$ cat config.mk
export PLATFORM = sky130hd
export DESIGN_NAME = txrxq_top
export DESIGN_NICKNAME = d
export VERILOG_FILES = /design/src/rtl/txrxq_pkg.sv /design/src/rtl/txrxq_fifo.sv /design/src/rtl/txrxq_irq.sv /design/src/rtl/txrxq_top.sv
export SDC_FILE = /design/constraint.sdc
export NUM_CORES = 1
export LEC_CHECK = 0
export BUFFER_PORTS_ARGS = -buffer_cell sky130_fd_sc_hd__buf_2
export CAP_MARGIN = 25
export CORE_MARGIN = 1.5
export CORE_UTILIZATION = 35
export CTS_BUF_LIST = sky130_fd_sc_hd__clkbuf_4
export DETAILED_ROUTE_END_ITERATION = 10
export PLACE_DENSITY = 0.52
export SYNTH_ARGS = -nofsm -noshare
export SYNTH_HDL_FRONTEND = slang
export SYNTH_HIERARCHICAL = 1
export SYNTH_SLANG_ARGS = --single-unit
export TNS_END_PERCENT = 1
$ cat constraint.sdc
create_clock -name clk -period 6.88 [get_ports clk]
set_clock_uncertainty 0.2 [all_clocks]
set_input_delay 0 -clock clk [delete_from_list [all_inputs] [get_ports clk]]
set_output_delay 0 -clock clk [all_outputs]
set_load 0.03 [all_outputs]
$ cat src/rtl/txrxq_pkg.sv
package txrxq_pkg;

  typedef enum logic [2:0] {
    A_CTRL  = 3'd0,
    A_STAT  = 3'd1,
    A_IEN   = 3'd2,
    A_ISTAT = 3'd3,
    A_DATA  = 3'd4
  } reg_off_e;

  localparam int IRQ_W = 5;

  // control register field positions
  localparam int B_RXTHR   = 0;
  localparam int B_RXFLUSH = 4;
  localparam int B_TXTHR   = 8;
  localparam int B_TXFLUSH = 12;

  // status register
  localparam int B_RXNE = 0;
  localparam int B_BUSY = 7;

  // enable / pending bit positions
  localparam int B_OVR    = 0;
  localparam int B_RXDMA  = 1;
  localparam int B_TXDMA  = 2;
  localparam int B_RXDONE = 3;
  localparam int B_TXDONE = 4;
  localparam int B_RXLVL  = 9;

  // bits that are sticky pending events and can drive irq
  localparam logic [IRQ_W-1:0] PEND_MASK = 5'b11001;

endpackage

$ cat src/rtl/txrxq_fifo.sv
module txrxq_fifo #(
  parameter int DW    = 32,
  parameter int DEPTH = 8,
  localparam int PW   = (DEPTH > 1) ? $clog2(DEPTH) : 1,
  localparam int CW   = $clog2(DEPTH + 1)
) (
  input  logic          clk,
  input  logic          rst,
  input  logic          flush,
  input  logic          push,
  input  logic [DW-1:0] pdata,
  input  logic          pop,
  output logic [DW-1:0] head,
  output logic [CW-1:0] count,
  output logic          empty
);

  logic [DW-1:0] mem [DEPTH];
  logic [PW-1:0] wp, rp;
  logic [CW-1:0] cnt;
  logic          do_push, do_pop;

  function automatic logic [PW-1:0] nxt(input logic [PW-1:0] p);
    return (p == PW'(DEPTH - 1)) ? '0 : p + PW'(1);
  endfunction

  assign do_push = push && (cnt != CW'(DEPTH)) && !flush;
  assign do_pop  = pop && (cnt != '0) && !flush;

  // storage without reset so it maps onto RAM
  always_ff @(posedge clk) begin
    if (do_push) mem[wp] <= pdata;
  end

  always_ff @(posedge clk) begin
    if (rst || flush) begin
      wp  <= '0;
      rp  <= '0;
      cnt <= '0;
    end else begin
      if (do_push) wp <= nxt(wp);
      if (do_pop)  rp <= nxt(rp);
      case ({do_push, do_pop})
        2'b10:   cnt <= cnt + CW'(1);
        2'b01:   cnt <= cnt - CW'(1);
        default: cnt <= cnt;
      endcase
    end
  end

  assign head  = mem[rp];
  assign count = cnt;
  assign empty = (cnt == '0);

endmodule

$ cat src/rtl/txrxq_irq.sv
module txrxq_irq
  import txrxq_pkg::*;
#(
  parameter int DEPTH = 8,
  parameter int TH_W  = 4,
  localparam int CW   = $clog2(DEPTH + 1)
) (
  input  logic             clk,
  input  logic             rst,
  input  logic [CW-1:0]    tx_cnt,
  input  logic [CW-1:0]    rx_cnt,
  input  logic [TH_W-1:0]  tx_thr,
  input  logic [TH_W-1:0]  rx_thr,
  input  logic             eng_busy,
  input  logic             ovr_evt,
  input  logic [IRQ_W-1:0] clr,
  input  logic [IRQ_W-1:0] ien,
  output logic [IRQ_W-1:0] pend,
  output logic             rx_lvl,
  output logic             irq,
  output logic             tx_dma,
  output logic             rx_dma
);

  int unsigned     tx_free;
  logic            rx_hit, tx_hit, tx_idle;
  logic [IRQ_W-1:0] set_v;

  assign tx_free = DEPTH - int'(tx_cnt);
  assign rx_hit  = (rx_cnt != '0) && (int'(rx_cnt) >= int'(rx_thr));
  assign tx_hit  = (tx_free != 0) && (tx_free >= int'(tx_thr));
  assign tx_idle = (tx_cnt == '0) && !eng_busy;
  assign rx_lvl  = rx_hit;

  always_comb begin
    set_v           = '0;
    set_v[B_OVR]    = ovr_evt;
    set_v[B_RXDONE] = rx_hit;
    set_v[B_TXDONE] = tx_idle;
  end

  for (genvar i = 0; i < IRQ_W; i++) begin : g_pend
    if (PEND_MASK[i]) begin : g_sticky
      always_ff @(posedge clk) begin
        if (rst) pend[i] <= 1'b0;
        else     pend[i] <= (pend[i] & ~clr[i]) | set_v[i];
      end
    end else begin : g_none
      assign pend[i] = 1'b0;
    end
  end

  always_ff @(posedge clk) begin
    if (rst) begin
      irq    <= 1'b0;
      tx_dma <= 1'b0;
      rx_dma <= 1'b0;
    end else begin
      irq    <= |(pend & ien & PEND_MASK);
      tx_dma <= ien[B_TXDMA] & tx_hit;
      rx_dma <= ien[B_RXDMA] & rx_hit;
    end
  end

endmodule

$ cat src/rtl/txrxq_top.sv
module txrxq_top
  import txrxq_pkg::*;
#(
  parameter int DW    = 32,
  parameter int DEPTH = 8,
  parameter int TH_W  = 4,
  localparam int CW   = $clog2(DEPTH + 1)
) (
  input  logic          clk,
  input  logic          rst,
  input  logic          reg_wr,
  input  logic          reg_rd,
  input  logic [2:0]    reg_addr,
  input  logic [DW-1:0] reg_wdata,
  output logic [DW-1:0] reg_rdata,
  input  logic          tx_pop,
  output logic [DW-1:0] tx_word,
  output logic          tx_avail,
  input  logic          rx_push,
  input  logic [DW-1:0] rx_word,
  input  logic          eng_busy,
  output logic          irq,
  output logic          tx_dma_req,
  output logic          rx_dma_req
);

  logic [TH_W-1:0]  tx_thr_q, rx_thr_q;
  logic [IRQ_W-1:0] ien_q, pend_w, clr_w;
  logic [CW-1:0]    tx_cnt, rx_cnt;
  logic [DW-1:0]    rx_head, rd_mux;
  logic             tx_empty, rx_empty, rx_lvl;
  logic             wr_ctrl, tx_flush, rx_flush, ovr_evt;

  assign wr_ctrl  = reg_wr && (reg_addr == A_CTRL);
  assign tx_flush = wr_ctrl && reg_wdata[B_TXFLUSH];
  assign rx_flush = wr_ctrl && reg_wdata[B_RXFLUSH];
  assign clr_w    = (reg_wr && (reg_addr == A_ISTAT)) ? reg_wdata[IRQ_W-1:0] : '0;
  assign ovr_evt  = rx_push && (rx_cnt == CW'(DEPTH));

  txrxq_fifo #(.DW(DW), .DEPTH(DEPTH)) u_txq (
    .clk   (clk),
    .rst   (rst),
    .flush (tx_flush),
    .push  (reg_wr && (reg_addr == A_DATA)),
    .pdata (reg_wdata),
    .pop   (tx_pop),
    .head  (tx_word),
    .count (tx_cnt),
    .empty (tx_empty)
  );

  txrxq_fifo #(.DW(DW), .DEPTH(DEPTH)) u_rxq (
    .clk   (clk),
    .rst   (rst),
    .flush (rx_flush),
    .push  (rx_push),
    .pdata (rx_word),
    .pop   (reg_rd && (reg_addr == A_DATA)),
    .head  (rx_head),
    .count (rx_cnt),
    .empty (rx_empty)
  );

  txrxq_irq #(.DEPTH(DEPTH), .TH_W(TH_W)) u_irq (
    .clk      (clk),
    .rst      (rst),
    .tx_cnt   (tx_cnt),
    .rx_cnt   (rx_cnt),
    .tx_thr   (tx_thr_q),
    .rx_thr   (rx_thr_q),
    .eng_busy (eng_busy),
    .ovr_evt  (ovr_evt),
    .clr      (clr_w),
    .ien      (ien_q),
    .pend     (pend_w),
    .rx_lvl   (rx_lvl),
    .irq      (irq),
    .tx_dma   (tx_dma_req),
    .rx_dma   (rx_dma_req)
  );

  assign tx_avail = !tx_empty;

  always_ff @(posedge clk) begin
    if (rst) begin
      tx_thr_q <= '0;
      rx_thr_q <= '0;
      ien_q    <= '0;
    end else begin
      if (wr_ctrl) begin
        tx_thr_q <= reg_wdata[B_TXTHR +: TH_W];
        rx_thr_q <= reg_wdata[B_RXTHR +: TH_W];
      end
      if (reg_wr && (reg_addr == A_IEN)) ien_q <= reg_wdata[IRQ_W-1:0];
    end
  end

  always_comb begin
    rd_mux = '0;
    case (reg_addr)
      A_CTRL: begin
        rd_mux[B_TXTHR +: TH_W] = tx_thr_q;
        rd_mux[B_RXTHR +: TH_W] = rx_thr_q;
      end
      A_STAT: begin
        rd_mux[B_RXNE] = !rx_empty;
        rd_mux[B_BUSY] = eng_busy || !tx_empty;
      end
      A_IEN:   rd_mux[IRQ_W-1:0] = ien_q;
      A_ISTAT: begin
        rd_mux[IRQ_W-1:0] = pend_w;
        rd_mux[B_RXLVL]   = rx_lvl;
      end
      A_DATA:  rd_mux = rx_empty ? '0 : rx_head;
      default: rd_mux = '0;
    endcase
  end

  always_ff @(posedge clk) begin
    if (rst)         reg_rdata <= '0;
    else if (reg_rd) reg_rdata <= rd_mux;
  end

endmodule

==> results.tsv <==
stage	metric	value	unit
run_status	status	finished with violations	
run_status	violations	design-rule violations	
worst_setup_path	r2r_cells	5	
timing	timing.fmax	211	MHz
timing	layout_setup_ws	2140	ps
detailed_routing	drt-total-wl	52300	µm
floorplan	start_util	0.355	
detailed_routing	dr_total_vias	12700	
floorplan	num_rows	94	
timing	slew_violations	0	
logic_synthesis	syn_area	23400	µm²
finish	layout_commonest_cell	edfxtp_1	
finish	layout.nets	1727	
floorplan	pin_count	142	
global_route	overflow	0	
timing	tightest_slew	1000	ps
clocking	cts_tree	yes	
finish	final_cell_mix	edfxtp_1 (512), clkbuf_4 (230), dlygate4sd3_1 (163)	
pwr	power_density	262	nW/µm²
detailed_routing	drtPass1Iterations	8	
worst_setup_path	cp.required	7210	ps
global_route	antenna_found_initial	4	
floorplan	dieArea	68500	µm²
detailed_routing	postRouteAntennaNets	0	
global_route	grt_max_degree	65	
logic_synthesis	syn_inst	1204	
detailed_routing	first_iter_violations	693	
clocking	clockRootBuffer	clkbuf_4	
finish	area_growth	23.1	%
worst_setup_path	startpoint_type	primary input	
worst_setup_path	crit_fanout	25	
detailed_routing	wl_per_cell	20.0	µm
pwr	p_leak	9.79	nW
min_path	holdCritStartpoint	reg_addr[0]	
worst_setup_path	cp-end-kind	register	
detailed_routing	drc	18	
global_route	grt_pass1_wl	79700	µm
min_path	hp-class	primary input to register	
global_route	grt_pass1_vias	13600	
clocking	clkTransAtPathRegs	60	ps
clocking	h-tree-depth	4	
clocking	postCtsSetupBuffers	0	
timing	max-slew-margin-rel	0.333	
worst_setup_path	worstPathArrival	5070	ps
floorplan	die_w	262	µm
clocking	insertion_delay	930	ps
placement	dp.final_hpwl	28600	µm
floorplan	core	66000	µm²
min_path	holdPathEnd	reg_rdata[11]	
worst_setup_path	reg2reg_slack	3640	ps
pwr	irDropWorstVdd	0.133	mV
logic_synthesis	yosys_warnings	6	
timing	hold_violations	0	
worst_setup_path	reg2reg_from	u_rxq/count[1]	
placement	routabilityCongestion	0.708	
clocking	clock_sinks	589	
clocking	cts_buffers	153	
finish	drive_gt1_frac	0.352	
placement	portBuffers	141	
global_route	track_usage	0.157	
timing	period_share	0.690	
logic_synthesis	syn_avg_cell_area	19.5	µm²
flow_run	cap_violations	0	
pwr	total_power	0.00758	W
worst_setup_path	r2r-end	u_rxq/mem[3][23]	
timing	fin_setup_tns	0	ps
clocking	clock_path_buffers	3	
timing	grt_setup_unrepaired	false	
detailed_routing	via_per_inst	4.86	
placement	pre_cts_slack	3230	ps
floorplan	dieHeight	262	µm
finish	finish.utilization	0.437	
timing	finalSetupViolations	0	
timing	finalCriticalPeriod	4740	ps
min_path	hold_depth	5	
worst_setup_path	path_class	primary input to register	
-- worst max-delay path: stages --
cell and delay, ps:
dlygate4sd3_1 550, dlygate4sd3_1 590, buf_2 260, nor4b_4 90, dlygate4sd3_1 730, and2_1 270
nand2b_1 150, dlygate4sd3_1 560, a21oi_2 220, nand2_1 220, nor3b_2 830, buf_4 570
-- worst max-delay path by stage --
stage / startpoint / to / slack [ps] / depth (start not counted)
6_report: reg_addr[1] / u_rxq/mem[3][23] / 2140 / 12
4_1_cts: reg_addr[2] / u_rxq/mem[3][23] / 2180 / 12
3_5_place_dp: reg_addr[2] / u_txq/mem[2][5] / 3230 / 8
2_1_floorplan: reg_addr[2] / u_txq/mem[4][0] / 1610 / 8
5_1_grt: reg_addr[1] / u_rxq/mem[3][23] / 1980 / 12
3_3_place_gp: reg_addr[2] / u_txq/mem[2][5] / 3270 / 8
-- per-stage QoR --
stage	std cells	hold WS (ps)	cell area (µm²)
final	2623	244	28900
after global routing	2622	173	28900
after CTS	2619	31.3	28800
after detailed placement	2173	72.9	25100
after global placement	2172	66.0	25100
after floorplan	1205	-128	23500
-- power by group --
group          internal (W)  switching (W)  leakage [nW]
sequential          0.00393      0.0000452          5.25
combinational      0.000250       0.000268          3.32
clock               0.00168        0.00140          1.22
total               0.00586        0.00172          9.79
-- state kept, by name, indices dropped and copies added (netlist names), 4 cells and up, named ones only --
| name | count |
|---|---|
| ien_q | 5 |
| u_rxq/mem | 256 |
| reg_rdata | 32 |
| rx_thr_q | 4 |
| u_txq/count | 4 |
| u_txq/mem | 256 |
| u_rxq/count | 4 |
| tx_thr_q | 4 |
-- cell type report --
| cell class | instances | area (µm²) |
|---|---|---|
| inverters | 18 | 67.6 |
| clock inverters | 54 | 335 |
| multi-input cells | 533 | 6130 |
| clock buffers | 229 | 1720 |
| diodes | 2 | 5.00 |
| well taps | 864 | 1080 |
| repair buffers | 334 | 2590 |
| flip-flops and latches | 589 | 16900 |
| fillers | 5934 | 37100 |
-- layer usage --
layer  share of wire  track usage
met5         0.00069            0
met4           0.017       0.0587
met3           0.057       0.0476
met2            0.51        0.270
met1            0.41        0.185
-- repair_timing --
item / 4_1_cts / 5_1_grt
hold buffers: 163 / 0
resized for setup: 0 / 0
hold endpoints to repair: 1012 / 0
Note: power is estimated with default switching activity, not from simulation.
